## src/rtl/cfg_hdr_pkg.sv

```systemverilog
package cfg_hdr_pkg;
  localparam int CFG_AW   = 6;   // 64 dwords = 256 bytes
  localparam int ERR_LSB  = 11;  // first sticky error flag in status
  localparam int STAT_INT = 3;   // interrupt-pending status bit

  localparam logic [CFG_AW-1:0] DW_IDENT   = 6'd0;
  localparam logic [CFG_AW-1:0] DW_CMDSTAT = 6'd1;
  localparam logic [CFG_AW-1:0] DW_CLASS   = 6'd2;
  localparam logic [CFG_AW-1:0] DW_MISC    = 6'd3;
  localparam logic [CFG_AW-1:0] DW_BAR0    = 6'd4;

  // expand four byte enables into a 32-bit lane mask
  function automatic logic [31:0] lane_mask(input logic [3:0] be);
    logic [31:0] m;
    for (int i = 0; i < 4; i++) m[i*8 +: 8] = {8{be[i]}};
    return m;
  endfunction

  // replace enabled, writable bits of old with new data
  function automatic logic [31:0] merge_bytes(input logic [31:0] old_v,
      input logic [31:0] wdata, input logic [3:0] be, input logic [31:0] rw_mask);
    logic [31:0] m;
    m = lane_mask(be) & rw_mask;
    return (old_v & ~m) | (wdata & m);
  endfunction

  // write-one-to-clear on enabled lanes
  function automatic logic [31:0] clear_ones(input logic [31:0] old_v,
      input logic [31:0] wdata, input logic [3:0] be);
    return old_v & ~(wdata & lane_mask(be));
  endfunction
endpackage

```

## src/rtl/cfg_cmd_stat.sv

```systemverilog
module cfg_cmd_stat import cfg_hdr_pkg::*; #(
  parameter int          ERR_W       = 5,
  parameter logic [15:0] CMD_RW_MASK = 16'h0403,
  parameter logic [15:0] CMD_RST     = 16'h0400
) (
  input  logic             clk,
  input  logic             rst_n,
  input  logic             wr_hit,
  input  logic [3:0]       be,
  input  logic [31:0]      wdata,
  input  logic [ERR_W-1:0] err_evt,
  input  logic             int_pending,
  output logic [31:0]      cmdstat,
  output logic [15:0]      cmd,
  output logic [ERR_W-1:0] err_flags
);
  localparam int ERR_POS = 16 + ERR_LSB;

  logic [15:0]      cmd_q;
  logic [ERR_W-1:0] err_q;
  logic [ERR_W-1:0] err_kept;
  logic [15:0]      stat_w;

  always_comb begin
    err_kept = err_q;
    if (wr_hit)
      err_kept = ERR_W'(clear_ones(32'(err_q) << ERR_POS, wdata, be) >> ERR_POS);
  end

  always_ff @(posedge clk or negedge rst_n) begin
    if (!rst_n) begin
      cmd_q <= CMD_RST;
      err_q <= '0;
    end else begin
      if (wr_hit) cmd_q <= 16'(merge_bytes({16'h0, cmd_q}, wdata, be, {16'h0, CMD_RW_MASK}));
      err_q <= err_kept | err_evt;
    end
  end

  assign stat_w    = (16'(err_q) << ERR_LSB) | (16'(int_pending) << STAT_INT);
  assign cmdstat   = {stat_w, cmd_q};
  assign cmd       = cmd_q;
  assign err_flags = err_q;
endmodule

```

## src/rtl/cfg_bar.sv

```systemverilog
module cfg_bar import cfg_hdr_pkg::*; #(
  parameter int BAR_LOG2 = 12
) (
  input  logic        clk,
  input  logic        rst_n,
  input  logic        wr_hit,
  input  logic [3:0]  be,
  input  logic [31:0] wdata,
  output logic [31:0] bar
);
  localparam logic [31:0] BAR_RW = 32'hFFFF_FFFF << BAR_LOG2;

  logic [31:0] bar_q;

  always_ff @(posedge clk or negedge rst_n) begin
    if (!rst_n)      bar_q <= '0;
    else if (wr_hit) bar_q <= merge_bytes(bar_q, wdata, be, BAR_RW);
  end

  assign bar = bar_q;
endmodule

```

## src/rtl/cfg_rd_mux.sv

```systemverilog
module cfg_rd_mux import cfg_hdr_pkg::*; (
  input  logic [CFG_AW-1:0] addr,
  input  logic [31:0]       ident_dw,
  input  logic [31:0]       cmdstat_dw,
  input  logic [31:0]       class_dw,
  input  logic [31:0]       misc_dw,
  input  logic [31:0]       bar_dw,
  output logic [31:0]       rd_data
);
  always_comb begin
    case (addr)
      DW_IDENT:   rd_data = ident_dw;
      DW_CMDSTAT: rd_data = cmdstat_dw;
      DW_CLASS:   rd_data = class_dw;
      DW_MISC:    rd_data = misc_dw;
      DW_BAR0:    rd_data = bar_dw;
      default:    rd_data = '0;
    endcase
  end
endmodule

```

## src/rtl/cfg_hdr_target.sv

```systemverilog
module cfg_hdr_target import cfg_hdr_pkg::*; #(
  parameter logic [15:0] VENDOR_ID  = 16'h1D5A,
  parameter logic [15:0] DEVICE_ID  = 16'h7E31,
  parameter logic [23:0] CLASS_CODE = 24'h058000,
  parameter logic [7:0]  REVISION   = 8'h03,
  parameter logic [7:0]  HDR_TYPE   = 8'h00,
  parameter int          BAR_LOG2   = 12,
  parameter int          ERR_W      = 5
) (
  input  logic              clk,
  input  logic              rst_n,
  input  logic              cfg_req,
  input  logic              cfg_we,
  input  logic [CFG_AW-1:0] cfg_addr,
  input  logic [3:0]        cfg_be,
  input  logic [31:0]       cfg_wdata,
  output logic [31:0]       cfg_rdata,
  output logic              cfg_rvalid,
  input  logic [ERR_W-1:0]  err_evt,
  input  logic              int_pending,
  output logic              io_en,
  output logic              mem_en,
  output logic              irq_en,
  output logic [31:0]       mem_base
);
  localparam logic [31:0] MISC_RST  = {8'h00, HDR_TYPE, 16'h0000};
  localparam logic [31:0] MISC_RW   = 32'h0000_FFFF;

  // named internal events
  logic rd_req, wr_req, wr_cmdstat, wr_misc, wr_bar;
  assign rd_req     = cfg_req && !cfg_we;
  assign wr_req     = cfg_req && cfg_we;
  assign wr_cmdstat = wr_req && (cfg_addr == DW_CMDSTAT);
  assign wr_misc    = wr_req && (cfg_addr == DW_MISC);
  assign wr_bar     = wr_req && (cfg_addr == DW_BAR0);

  logic [31:0]      cmdstat_dw, bar_dw, misc_q, rd_mux;
  logic [15:0]      cmd;
  logic [ERR_W-1:0] err_q;

  cfg_cmd_stat #(.ERR_W(ERR_W)) u_cmd_stat (
    .clk(clk), .rst_n(rst_n), .wr_hit(wr_cmdstat), .be(cfg_be), .wdata(cfg_wdata),
    .err_evt(err_evt), .int_pending(int_pending), .cmdstat(cmdstat_dw),
    .cmd(cmd), .err_flags(err_q));

  cfg_bar #(.BAR_LOG2(BAR_LOG2)) u_bar (
    .clk(clk), .rst_n(rst_n), .wr_hit(wr_bar), .be(cfg_be), .wdata(cfg_wdata),
    .bar(bar_dw));

  always_ff @(posedge clk or negedge rst_n) begin
    if (!rst_n)       misc_q <= MISC_RST;
    else if (wr_misc) misc_q <= merge_bytes(misc_q, cfg_wdata, cfg_be, MISC_RW);
  end

  cfg_rd_mux u_rd_mux (
    .addr(cfg_addr), .ident_dw({DEVICE_ID, VENDOR_ID}), .cmdstat_dw(cmdstat_dw),
    .class_dw({CLASS_CODE, REVISION}), .misc_dw(misc_q), .bar_dw(bar_dw),
    .rd_data(rd_mux));

  always_ff @(posedge clk or negedge rst_n) begin
    if (!rst_n) begin
      cfg_rvalid <= 1'b0;
      cfg_rdata  <= '0;
    end else begin
      cfg_rvalid <= rd_req;
      if (rd_req) cfg_rdata <= rd_mux;
    end
  end

  assign io_en    = cmd[0];
  assign mem_en   = cmd[1];
  assign irq_en   = !cmd[10];
  assign mem_base = bar_dw;
endmodule

```

## config.mk

```make
export PLATFORM = sky130hd
export DESIGN_NAME = cfg_hdr_target
export DESIGN_NICKNAME = d
export VERILOG_FILES = /design/src/rtl/cfg_hdr_pkg.sv /design/src/rtl/cfg_cmd_stat.sv /design/src/rtl/cfg_bar.sv /design/src/rtl/cfg_rd_mux.sv /design/src/rtl/cfg_hdr_target.sv
export SDC_FILE = /design/constraint.sdc
export NUM_CORES = 1
export LEC_CHECK = 0
export BUFFER_PORTS_ARGS = -buffer_cell sky130_fd_sc_hd__buf_2
export CAP_MARGIN = 20
export CORE_UTILIZATION = 51
export CTS_BUF_LIST = sky130_fd_sc_hd__clkbuf_4 sky130_fd_sc_hd__clkbuf_8
export DETAILED_ROUTE_END_ITERATION = 16
export GPL_TIMING_DRIVEN = 0
export PLACE_DENSITY_LB_ADDON = 0.2
export SYNTH_ARGS = -nofsm -noshare
export SYNTH_HDL_FRONTEND = slang
export SYNTH_SLANG_ARGS = --single-unit
```

## constraint.sdc

```tcl
create_clock -name clk -period 1.3 [get_ports clk]
set_input_delay 0.065 -clock clk [delete_from_list [all_inputs] [get_ports clk]]
set_output_delay 0.065 -clock clk [all_outputs]
set_load 0.02 [all_outputs]
```

# == Word level (Yosys, flattened, before mapping) ==
# Index checks and enable logic that the tools add are counted.
# W data, S select, Z words.
# totals
reg_bits,118
input_bits,52
elab_cells,37
out_inout_bits,68
# op_classes
n_reduce_logical,8
bitwise,17
n_eq_ne,4
n_mux,2
# ops
op,count
$and A32 B32 Y32,5
$pmux W32 S5,1
$not A32 Y32,2
$or A32 B32 Y32,2
$and A32 B16 Y32,1
$not A16 Y32,1
$and A16 B11 Y16,1
$and A16 B16 Y16,1
$not A11 Y16,1
$or A16 B16 Y16,1
$or A16 B4 Y16,1
$eq A6 B2 Y1 const B,2
$eq A6 B1 Y1 const B,1
$eq A6 B3 Y1 const B,1
$logic_not A6 Y1,1
$logic_and A1 B1 Y1,5
$mux W5,1
$or A5 B5 Y5,1
$logic_not A1 Y1,2

# == Longest topological paths before layout ==
# Gate-level depths: netlist of the first run.
# logic_depth
word_depth,5
depth_mapped,6
mapped_depth_nobuf,4

# == Modules after synthesis ==
# From an unflattened synthesis of the first run, not the netlist that was laid out.
# hier_totals
hier_cells,466
hier_area_um2,4907.2
# modules_own_cells
module,cells_per_inst,area_each_um2,instances
cfg_hdr_target,113,1965.6,1
cfg_rd_mux,228,1452.6,1
cfg_bar,56,835.8,1
cfg_cmd_stat,69,653.1,1

# == Least setup slack after synthesis of the first run ==
# OpenSTA, ideal clock, no wires.
# synth_path
path_type,in2reg
from,input port cfg_addr[5]
to,register (tool-made name)
path_slack_ns,-0.257
setup_time_ns,0.125
required_time_ns,1.175
path_buffers,1
arrival_ns,1.432
stages,4
path_cell_list,or4_1 -> buf_2 -> nor3_4 -> mux2_2
# synth_lines
element,line,rtl
"start, declared",cfg_hdr_target.sv:14,"input logic [CFG_AW-1:0] cfg_addr,"

==> results.md, run 1 <==
Power:
- The combinational cell fraction of total power is 0.125.
- Power spread over the standard cell area amounts to 1190 nW/um^2.
- The switching share of power is 0.232.
- The proportion of power drawn by flip-flops and latches is 0.451.
- The standby leakage power is 2.46 nW.
- The share of total power in the clock network is 0.424.
- The analysis attributes to net switching a power of 0.00131 W.
- The overall power after layout is 0.00565 W.
- Cell internal power was estimated by the tool at 0.00434 W.
- The worst-case IR drop observed on VDD is 0.905 mV.

Yosys:
- The cell area that synthesis handed to floorplanning was 3340 um^2.
- The share of the Yosys chip area taken by registers is 0.577.
- In the synthesized netlist, the cells that appear most often are 76 x sky130_fd_sc_hd__dfrtp_1, 39 x sky130_fd_sc_hd__mux2_2, 32 x sky130_fd_sc_hd__nand2_1.
- The main combinational cell family by area after synthesis is multiplexers.
- Among all cell types in the netlist, the one instantiated most often is sky130_fd_sc_hd__dfrtp_1.
- The fraction of post-synthesis cell area in the top cell type by area is 0.569.
- The number of instances in the synthesized netlist is 289.
- Of the total synthesized cell area, the portion taken by XOR and XNOR cells is 0.
- The largest total area in the synthesized netlist belongs to sky130_fd_sc_hd__dfrtp_1.
- The count of warnings emitted by yosys is 0.
- The number of enable flip-flop cells after synthesis is 0.
- Counting flops with an async set or reset pin after synthesis yields a share of 1.00.
- The multiplexer area fraction after synthesis is 0.137.
- Of the total synthesized cell area, the portion taken by full adders, half adders and majority gates is 0.
- The simple-gate area share of the yosys netlist is 0.129.
- After synthesis, the netlist uses 38 different library cells.
- Among all flip-flop cells after synthesis, the most frequent one is sky130_fd_sc_hd__dfrtp_1.
- Ranked by total cell area, the synthesized netlist is headed by sky130_fd_sc_hd__dfrtp_1 57%, sky130_fd_sc_hd__mux2_2 13%, sky130_fd_sc_hd__nand2_1 3.6%, sky130_fd_sc_hd__buf_4 2.7%, sky130_fd_sc_hd__o21ai_0 2.4%.
- Synthesis inferred 77 register bits.
- Each instance of the synthesized netlist takes up on average 11.6 um^2.
- The compound-gate portion of the synthesized area is 0.109.

Clock tree:
- The TritonCTS clock tree is yes.
- The source-to-sink clock delay at the later pin of the worst-skew pair is 0.35 ns.
- The clock sink count is 77.
- The number of buffers inserted during clock tree synthesis is 9.
- The H-tree was split into 3 levels.
- After clock tree synthesis, the clock-pin slew on the worst setup and hold paths is 0.08 ns.
- The clock tree buffer depth is 2.
- The tree is rooted in a sky130_fd_sc_hd__clkbuf_8.

Hold path:
- The start point of the worst hold path is int_pending.
- The path class of the tightest hold or removal check is in -> reg.
- The destination of the worst hold path is cfg_rdata[19].
- The worst hold path was traced through 3 stages.

Route:
- The number of iterations in the first detailed-routing pass is 4.
- The DRC marker count from the first detailed-route iteration is 210.
- The aggregate routed wire length is 8.39 mm.
- The antenna violation net count after detailed routing is 0.
- The number of DRC violations after detailed routing is 0.
- The average vias per placed instance is 5.32.
- The detail-routed net length per standard cell is 15.6 um.
- The count of vias placed by the detailed router is 2867.

GRT:
- The first global-routing pass estimated 13.6 mm of wire.
- The maximum number of pins on one net before global-route repair is 41.
- The number of antenna violations at the first check in global routing is 0.
- For this run, the total global-route usage over all layers was measured as 0.253.
- The overflow left after global routing is 0.
- The number of global-route vias before repair is 2752.

Critical path:
- In this run the worst setup path begins at cfg_addr[5].
- The kind of start point of the critical path is an input pin.
- The required arrival time at the worst endpoint is 1.54 ns.
- The signal arrival time at the worst endpoint is 1.62 ns.
- The element type at the critical path end is a register.
- The slowest cell on the critical path is sky130_fd_sc_hd__nand3_1.
- The longest individual stage delay on the worst path is 0.55 ns.
- Of all nets on the critical path, the largest fanout is 8.
- The worst-case register-to-register setup slack is 0.20 ns.
- Counting cells, the worst reg-to-reg path comes to 3.
- The signal on the critical path passes through buf_2, nor3_1, nand3_1, mux2_2.
- The endpoint identified for the worst register-to-register timing path is cfg_rdata[10].
- The worst setup path is of the in -> reg kind.

STA:
- The measured slew at the worst slew-check pin is 0.630 ns.
- Counting I/O delays and the setup requirement, the final critical path takes 1.37 ns.
- The hold slack is 0.0269 ns.
- Setup repair after global routing could not meet its margin everywhere.
- The setup total negative slack is -0.538 ns.
- The achievable frequency is 727 MHz.
- The final count of negative-setup-slack endpoints is 8.
- The hold violation count in the final report came to 0.
- The worst-case setup margin in the final layout is -0.0750 ns.
- On the final layout, the worst clock skew is 0.00444 ns.
- Dividing the final minimum period by the clock period gives 1.06.
- The number of max-slew violations in the final report came to 0.
- In this run the tightest slew margin relative to its limit is 0.579.

Job:
- The number of maximum-capacitance violations is 0.

Floorplanning:
- The die width is 83.0 um.
- The I/O pin count is 120.
- The die covers 6890 um^2.
- The overall die height is 83.0 um.
- The number of core rows is 29.
- The total area inside the core boundary comes to 6350 um^2.
- The effective utilization at floorplan is 0.527.

Placed design:
- The congestion estimate from routability-driven global placement came to 0.817.
- Once detailed placement completed, the half-perimeter wirelength came to 5.62 mm.
- Before CTS, the worst setup slack after placement is -0.519 ns.
- During placement, the flow inserted port buffers numbering 107.
- The cell count after placement is 485.

Layout:
- The area growth from synthesis to final layout is 42.1%.
- The fraction of final layout cells with drive strength greater than 1 is 0.409.
- The number of nets in the final layout is 510.
- The final cell count without fillers is 539.
- 0 antenna diodes ended up in the layout.

Outcome:
- The flow ran to the end, but the final reports show violations.
- The final reports fail on setup timing.
## area by class of cell
cell class / count / area [um^2]
plain buffers: 24 / 143
clock buffers: 11 / 145
clock inverters: 4 / 120
fillers: 452 / 1600
inverters: 3 / 11.3
multi-input cells: 194 / 1320
flip-flops and latches: 77 / 1930
well taps: 77 / 96.3
repair buffers: 149 / 986
## through the flow
| stage | util | instance area, um^2 |
|---|---|---|
| global placement | 0.635 | 4040 |
| global route | 0.748 | 4750 |
| detailed placement | 0.639 | 4060 |
| CTS | 0.747 | 4750 |
| finish | 0.748 | 4750 |
| floorplan | - | 3400 |
## layout by cell type, fill, tap and decap left out, types with 3 or more instances in the layout
master / n
sky130_fd_sc_hd__buf_12: 3
sky130_fd_sc_hd__nand3_1: 10
sky130_fd_sc_hd__bufinv_16: 4
sky130_fd_sc_hd__o31ai_1: 6
sky130_fd_sc_hd__a22o_1: 3
sky130_fd_sc_hd__nor2b_1: 4
sky130_fd_sc_hd__a21oi_1: 9
sky130_fd_sc_hd__dfrtp_1: 76
sky130_fd_sc_hd__nand2_1: 32
sky130_fd_sc_hd__nor3_1: 3
sky130_fd_sc_hd__nor2_1: 12
sky130_fd_sc_hd__conb_1: 12
sky130_fd_sc_hd__dlygate4sd3_1: 38
sky130_fd_sc_hd__a221o_1: 3
sky130_fd_sc_hd__a21o_1: 6
sky130_fd_sc_hd__mux2_2: 37
sky130_fd_sc_hd__a31oi_1: 7
sky130_fd_sc_hd__inv_1: 3
sky130_fd_sc_hd__clkbuf_2: 4
sky130_fd_sc_hd__clkbuf_1: 5
sky130_fd_sc_hd__buf_4: 14
sky130_fd_sc_hd__buf_2: 108
sky130_fd_sc_hd__nand4_1: 5
sky130_fd_sc_hd__and3_1: 5
sky130_fd_sc_hd__clkbuf_8: 10
sky130_fd_sc_hd__o21ai_0: 16
## logic make-up (layout without fill, tap and decap cells)
kind of cell / Yosys count / after routing
simple gates: 85 / 85
other cells: 1 / 12
mux: 41 / 41
flops: 77 / 77
buf+inv: 29 / 191
compound gates: 56 / 56
## power groups by stage
stage               clock (W)  sequential, W  combinational (W)
floorplan                   0        0.00267           0.000250
global placement            0        0.00259           0.000595
detailed placement          0        0.00259           0.000613
CTS                   0.00241        0.00255           0.000701
global route          0.00253        0.00256           0.000761
finish                0.00240        0.00255           0.000704
## per-layer routing
metal / vias to the layer above / track usage / share of wire
li1: 1349 / - / -
met4: 0 / 0.0768 / 0.014
met2: 116 / 0.387 / 0.47
met3: 8 / 0.0666 / 0.071
met5: - / 0 / 0
met1: 1394 / 0.355 / 0.44
## how the worst max path moves through the flow
stage / to / depth (start not counted)
finish: register / 4
global route: register / 4
CTS: register / 4
detailed placement: register / 5
global placement: register / 5
floorplan: register / 4
## what timing repair did
| action | in CTS | in global routing |
|---|---|---|
| hold buffers | 38 | 0 |
| buffers inserted | 3 | 0 |
| endpoints found under the setup margin | 26 | 42 |
| hold endpoints to repair | 81 | 0 |
| gates resized for setup | 2 | 9 |
| pin swaps | 2 | 2 |
## worst max-delay path, delay by kind of cell
family | cells | cell delay (ns)
muxes | 1 | 0.45
and+or+nand+nor | 2 | 0.97
buffers and inverters | 1 | 0.13
(Power assumes the default switching activity.)
==> run 2: changes to the inputs <==
--- a/config.mk
+++ b/config.mk
@@ -5,13 +5,15 @@
 export SDC_FILE = /design/constraint.sdc
 export NUM_CORES = 1
 export LEC_CHECK = 0
-export BUFFER_PORTS_ARGS = -buffer_cell sky130_fd_sc_hd__buf_2
+export BUFFER_PORTS_ARGS = -buffer_cell sky130_fd_sc_hd__clkbuf_2
 export CAP_MARGIN = 20
 export CORE_UTILIZATION = 51
 export CTS_BUF_LIST = sky130_fd_sc_hd__clkbuf_4 sky130_fd_sc_hd__clkbuf_8
 export DETAILED_ROUTE_END_ITERATION = 16
 export GPL_TIMING_DRIVEN = 0
 export PLACE_DENSITY_LB_ADDON = 0.2
+export SETUP_SLACK_MARGIN = 0.15
+export SLEW_MARGIN = 20
 export SYNTH_ARGS = -nofsm -noshare
 export SYNTH_HDL_FRONTEND = slang
 export SYNTH_SLANG_ARGS = --single-unit
==> run 2 against run 1 <==
The run now ends clean. Clock skew up 0.0022 ns. Critical path depth rose by 2. Global-route usage rose by 1.4 points. Utilization increased by 2.0 points. Worst setup slack better by 0.12 ns. Total power fell by 11%. Final area grew 2.7%. Sequential share of layout area is 1.1 points lower. First-iteration DRC count fell by 39%.
==> results.md, run 2 (synthesis gave the netlist of run 1 again) <==
Placed design:
- The HPWL after detailed placement is 5.89 mm (+4.9%).
- The count of input and output buffers is 107 (unchanged).
- The cell count after placement is 485 (unchanged).
- The final estimated routing congestion in global placement is 0.762 (-6.7%).

Critical path:
- The maximum net fanout on the critical path was 8 (unchanged).
- The slowest stage of the critical path belongs to the cell sky130_fd_sc_hd__or4_4.
- STA classifies the critical path startpoint as an input pin.
- The element type at the critical path end is a register.
- The worst-case register-to-register setup slack is 0.24 ns (+0.04 ns).
- The cell repeated most along the worst path is sky130_fd_sc_hd__buf_8.
- The worst setup path category is in -> reg.
- The source of the critical timing path is cfg_addr[5].
- Walking the worst path, the cells encountered are buf_8, or4_4, buf_8, nor3_4, buf_12, mux2_4.
- The signal arrival time at the worst endpoint is 1.49 ns (-0.13 ns).
- The required arrival time at the worst endpoint is 1.53 ns (about the same).
- The longest individual stage delay on the worst path is 0.53 ns (-0.02 ns).

Route:
- The wire length on met1 is 3.96 mm (+6.7%).
- The DRC marker count from the first detailed-route iteration is 128 (-39%).
- The average vias per placed instance is 5.36 (+0.78%).
- The number of DRC violations after detailed routing is 0 (unchanged).
- The top metal layer carrying routed signals is met4.
- The antenna violation net count after detailed routing is 0 (unchanged).
- The number of iterations in the first detailed-routing pass is 4 (unchanged).
- The count of vias placed by the detailed router is 2900 (+1.2%).
- The routed length on met2 came to 4.39 mm (+11%).
- The aggregate routed wire length is 8.94 mm (+6.5%).
- The detail-routed net length per standard cell is 16.5 um (+6.1%).
- The routed length on met3 is 400 um (-33%).

Floorplanning:
- The effective utilization at floorplan is 0.527 (unchanged).
- The number of core rows is 29 (unchanged).
- The I/O pin count is 120 (unchanged).
- The floorplan die area is 6890 um^2 (unchanged).
- The area of the core region was 6350 um^2 (unchanged).
- The die width came to 83.0 um (unchanged).
- The overall die height is 83.0 um (unchanged).

Layout:
- The number of nets in the final layout is 512 (+0.39%).
- In the layout the commonest cells are 106 x sky130_fd_sc_hd__clkbuf_2, 76 x sky130_fd_sc_hd__dfrtp_1, 38 x sky130_fd_sc_hd__dlygate4sd3_1.
- The final cell count without fillers came to 541 (+0.37%).
- The number of filler cells placed in the layout is 424 (-6.2%).
- The number of diodes added for antenna fixing was 0 (unchanged).
- Leaving out fill and tap cells, the most frequent cell in the layout is sky130_fd_sc_hd__clkbuf_2.
- The fraction of final layout cells with drive strength greater than 1 was 0.442 (+0.0327).
- Compared with the post-synthesis result, the final layout area differs by 45.9%.

Clock tree:
- The number of H-tree levels came to 3 (unchanged).
- The clock-pin slew on the worst setup and hold paths is 0.07 ns (about the same).
- The TritonCTS clock tree is yes.
- The number of buffers inserted during clock tree synthesis is 9 (unchanged).
- CTS placed an instance of sky130_fd_sc_hd__clkbuf_8 at the clock tree root.
- The clock tree buffer depth is 2 (unchanged).
- The clock sink count is 77 (unchanged).
- The source-to-sink clock delay at the later pin of the worst-skew pair was 0.35 ns (about the same).

GRT:
- The overflow left after global routing is 0 (unchanged).
- The overall routing resource usage is 0.267 (+0.0142).
- The number of global-route vias before repair is 2816 (+2.3%).
- The first-pass GRT wire length came to 14.1 mm (+4.1%).
- The number of antenna violations at the first check in global routing is 0 (unchanged).
- The maximum number of pins on one net before global-route repair is 42 (+2.4%).

Outcome:
- The flow ran to the end, and the final reports show no timing, DRC or antenna violations.

Hold path:
- The path class of the tightest hold or removal check is in -> reg.
- The start point of the worst hold path is int_pending.

STA:
- The share of the cycle needed by the critical path after routing came to 0.966 (-0.0913).
- Setup repair after global routing could not meet its margin everywhere.
- The worst clock skew on the final layout is 0.00666 ns (+0.00222 ns).
- The hold violation count in the final report was 0 (unchanged).
- The number of max-slew violations in the final report is 0 (unchanged).
- The measured slew at the worst slew-check pin is 0.582 ns (-0.0479 ns).
- The final period demand of the worst path is 1.26 ns (-0.119 ns).
- The achievable frequency was 796 MHz (+9.5%).
- The final count of negative-setup-slack endpoints was 0 (-8).
- The relative slew slack is 0.612 (+0.0335).

Power:
- The standby leakage power is 2.48 nW (+0.51%).
- The total power divided by cell area is 1030 nW/um^2 (-13%).
- The overall power after layout is 0.00502 W (-11%).
- The peak supply drop was 0.704 mV (-22%).

Job:
- The number of maximum-capacitance violations is 0 (unchanged).
==> run 2: stage by stage <==
stage / TNS (ns) / utilization / setup WS, ns / hold WS, ns / cell area [um^2]
2_1_floorplan: -3.99 / - / -0.233 / -0.231 / 3430
3_3_place_gp: -60.83 / 0.640 / -0.518 / 0.243 / 4070
3_5_place_dp: -25.36 / 0.644 / -0.571 / 0.122 / 4090
4_1_cts: 0 / 0.751 / 0.0187 / 0.0184 / 4770
5_1_grt: 0 / 0.768 / 0.0130 / 0.0632 / 4880
6_report: 0 / 0.768 / 0.0437 / 0.0208 / 4880
==> run 2: timing repair <==
item                                    CTS  global route
hold buffers                             38             0
setup buffers                             2             1
gates resized for setup                  22            27
pin swaps                                 3             1
endpoints found under the hold margin    84             0
endpoints found under the setup margin   67            69
cloned                                    0             0
==> run 2: path summary, 6_finish.rpt <==
kind | endpoint | cells past startpoint
max | register | 6
min | cfg_rdata[19] | 3
max reg2reg | cfg_rdata[10] | 3
min reg2reg | cfg_rdata[25] | 2
max in group asynchronous | async pin | 3
min in group asynchronous | cfg_rdata[7] | 2
==> run 2: layout make-up <==
cell class,count,area [um^2],share of cell area
Timing Repair Buffer,149,1020,0.210
Buffer,26,170,0.0349
Clock buffer,14,180,0.0369
Clock inverter,1,5.00,0.00103
Multi-Input combinational cell,194,1460,0.300
Sequential cell,77,1930,0.395
Tap cell,77,96.3,0.0197
Inverter,3,11.3,0.00231
==> run 2: metal layers <==
| metal | vias up | GRT usage |
|---|---|---|
| li1 | 1348 | - |
| met1 | 1438 | 0.361 |
| met2 | 98 | 0.428 |
| met3 | 16 | 0.0427 |
| met4 | 0 | 0.118 |
| met5 | - | 0 |
==> run 2: where the power goes <==
group	leakage [nW]	internal (W)	total, W	switching [W]
Clock	0.0994	0.000881	0.00171	0.000827
Sequential	1.02	0.00249	0.00256	0.0000648
Combinational	1.35	0.000342	0.000760	0.000418
Total	2.48	0.00371	0.00502	0.00131
==> run 2: critical path: cells and delay by family <==
| kind | cells | cell delay, ns |
|---|---|---|
| simple gates | 2 | 0.68 |
| mux | 1 | 0.30 |
| buf+inv | 3 | 0.42 |
==> run 3: changes to the inputs <==
--- a/config.mk
+++ b/config.mk
@@ -12,6 +12,7 @@
 export DETAILED_ROUTE_END_ITERATION = 16
 export GPL_TIMING_DRIVEN = 0
 export PLACE_DENSITY_LB_ADDON = 0.2
+export REMOVE_ABC_BUFFERS = 1
 export SETUP_SLACK_MARGIN = 0.15
 export SLEW_MARGIN = 20
 export SYNTH_ARGS = -nofsm -noshare
==> run 3 against run 2 <==
Fmax grew 2.8%. Worst hold slack gained 0.020 ns. Utilization shrank 1.1 points. Wire length shrank 2.3%. Sequential share of layout area grew 0.60 points. Die area is the same. Global-route usage shrank 0.84 points. First-iteration DRC count grew 13%. Sequential power is essentially flat. Largest cell class unchanged.
==> results.md, run 3 (synthesis gave the netlist of run 1 again) <==
Outcome:
- The run finished with clean final reports.

Route:
- The antenna violation net count after detailed routing is 0 (unchanged).
- The average vias per placed instance is 5.32 (-0.84%).
- The DRC marker count from the first detailed-route iteration is 145 (+13%).
- The number of iterations in the first detailed-routing pass is 4 (unchanged).
- The aggregate routed wire length is 8.74 mm (-2.3%).
- The detail-routed net length per standard cell came to 16.4 um (-0.82%).
- The number of DRC violations after detailed routing is 0 (unchanged).
- The count of vias placed by the detailed router is 2833 (-2.3%).

Power:
- The total power divided by cell area is 1030 nW/um^2 (+0.28%).
- The overall power after layout is 0.00496 W (-1.2%).
- The peak supply drop is 0.872 mV (+24%).
- The standby leakage power is 2.40 nW (-3.0%).

Hold path:
- The depth of the worst hold-timing path came to 3 (unchanged).
- The start point of the worst hold path is int_pending.
- In this run the worst hold path is classified as in -> reg.
- For hold timing, the worst endpoint is cfg_rdata[19].

Critical path:
- The worst setup path category is in -> reg.
- The kind of start point of the critical path is an input pin.
- The worst register-to-register path begins at u_cmd_stat.err_flags[3].
- The required arrival time at the worst endpoint is 1.51 ns (-0.02 ns).
- The source of the critical timing path is cfg_addr[4].
- The element type at the critical path end is a register.
- The maximum net fanout on the critical path was 5 (-3).
- The depth of the worst register-to-register path is 3 (unchanged).
- The critical register-to-register path endpoint is cfg_rdata[30].
- The worst-case register-to-register setup slack is 0.23 ns (about the same).
- The signal arrival time at the worst endpoint was 1.44 ns (-0.05 ns).

Clock tree:
- The tree is rooted in a sky130_fd_sc_hd__clkbuf_8.
- The clock-pin slew on the worst setup and hold paths is 0.07 ns (about the same).
- The number of H-tree levels was 3 (unchanged).
- The clock tree buffer depth was 2 (unchanged).
- The clock sink count was 77 (unchanged).
- TritonCTS built the clock tree.
- The number of buffers inserted during clock tree synthesis came to 9 (unchanged).
- The source-to-sink clock delay at the later pin of the worst-skew pair is 0.34 ns (about the same).

Job:
- The number of maximum-capacitance violations is 0 (unchanged).

Layout:
- The summed area of non-filler cells in the final layout came to 4810 um^2 (-1.5%).
- The leading cell type in the layout, fill and taps excluded is sky130_fd_sc_hd__clkbuf_2.
- The fraction of final layout cells with drive strength greater than 1 is 0.434 (-0.00760).
- Relative to the synthesized area, the layout overhead comes to 43.7%.
- The library cells used most frequently in the layout, excluding fill and tap cells, are 100 x sky130_fd_sc_hd__clkbuf_2, 76 x sky130_fd_sc_hd__dfrtp_1, 38 x sky130_fd_sc_hd__dlygate4sd3_1.
- The number of filler cells placed in the layout is 438 (+3.3%).
- The number of diodes added for antenna fixing is 0 (unchanged).
- The number of nets in the final layout is 503 (-1.8%).

Floorplanning:
- The area of the core region is 6350 um^2 (unchanged).
- The effective utilization at floorplan was 0.527 (unchanged).
- The floorplan die area came to 6890 um^2 (unchanged).
- The number of core rows is 29 (unchanged).
- The die width is 83.0 um (unchanged).
- The overall die height is 83.0 um (unchanged).
- The I/O pin count is 120 (unchanged).

Placed design:
- The final estimated routing congestion in global placement is 0.732 (-3.9%).
- The area of placed instances came to 3920 um^2 (-4.1%).
- The count of input and output buffers was 107 (unchanged).
- The HPWL after detailed placement is 5.30 mm (-10%).

GRT:
- The overflow left after global routing was 0 (unchanged).
- The met3 demand-to-capacity share in global routing is 0.0467 (+0.00398).
- The maximum number of pins on one net before global-route repair is 43 (+2.4%).
- The met2 track utilization from global routing is 0.422 (-0.00671).
- The overall routing resource usage is 0.258 (-0.00838).
- The number of antenna violations at the first check in global routing was 0 (unchanged).
- The number of global-route vias before repair was 2768 (-1.7%).
- After global routing, the most crowded layer is met2.
- The first-pass GRT wire length is 14.0 mm (-1.1%).
- The global routing usage on met1 is 0.350 (-0.0102).

STA:
- The final period demand of the worst path was 1.22 ns (-0.0344 ns).
- The number of max-slew violations in the final report came to 0 (unchanged).
- The measured slew at the worst slew-check pin is 0.586 ns (+0.00444 ns).
- The hold violation count in the final report came to 0 (unchanged).
- The final count of negative-setup-slack endpoints was 0 (unchanged).
- Setup repair after global routing could not meet its margin everywhere.
- The share of the cycle needed by the critical path after routing is 0.940 (-0.0264).
- The worst clock skew on the final layout is 0.0110 ns (+0.00438 ns).
- The achievable frequency is 818 MHz (+2.8%).
- The relative slew slack is 0.609 (-0.00296).
==> run 3: cell types whose count changed in the layout (fill, tap and decap cells not counted), sizes merged <==
cell / change
clkbuf: -14
clkinvlp: +6
inv: -1
nand2b: +1
==> run 3: report_power, final <==
group	switching (W)	internal, W	total [W]
Combinational	0.000415	0.000329	0.000744
Sequential	0.0000620	0.00249	0.00255
Clock	0.000872	0.000794	0.00167
Total	0.00135	0.00361	0.00496
==> run 3: worst max-delay path, cell delays in order <==
cell and delay, ns:
sky130_fd_sc_hd__buf_8 0.10, sky130_fd_sc_hd__or4_4 0.60, sky130_fd_sc_hd__nor3_4 0.21, sky130_fd_sc_hd__buf_6 0.16, sky130_fd_sc_hd__mux2_4 0.30
==> run 3: final cells by class <==
class / count / area [um^2] / share of cell area
clock buffers: 11 / 151 / 0.0315
clock inverters: 5 / 35.0 / 0.00729
inverters: 3 / 15.0 / 0.00312
multi-input cells: 195 / 1440 / 0.300
flip-flops and latches: 77 / 1930 / 0.401
well taps: 77 / 96.3 / 0.0200
repair buffers: 164 / 1130 / 0.235
repair inverters: 1 / 7.51 / 0.00156
==> run 3: worst max path at each step <==
stage,to,slack (ns),cells past startpoint
floorplan,cfg_rdata[10],-0.61,4
global placement,cfg_rdata[10],-1.57,5
detailed placement,cfg_rdata[29],-0.87,5
CTS,register,0.04,5
global route,register,0.06,5
finish,register,0.08,5
==> run 3: through the flow <==
step           hold WS [ns]  utilization  setup slack [ns]  instances  TNS [ns]
2_1_floorplan        -0.231            -            -0.607        274    -22.43
3_3_place_gp          0.243        0.610             -1.57        458   -120.49
3_5_place_dp          0.124        0.618            -0.865        460    -43.18
4_1_cts              0.0248        0.746            0.0384        530         0
5_1_grt              0.0312        0.757            0.0593        533         0
6_report             0.0410        0.757            0.0781        533         0
==> run 3: layer usage <==
metal | vias to the layer above | routed length, um
met5 | - | 0
met4 | 0 | 160
met3 | 14 | 414
met2 | 101 | 4280
met1 | 1380 | 3880
li1 | 1338 | -
==> run 3: repair_timing <==
action | 4_1_cts | 5_1_grt
gates resized for setup | 28 | 18
hold buffers | 38 | 0
pin swaps | 4 | 5
hold endpoints to repair | 84 | 0
buffers inserted | 15 | 2
cloned | 1 | 1
setup endpoints to repair | 71 | 37
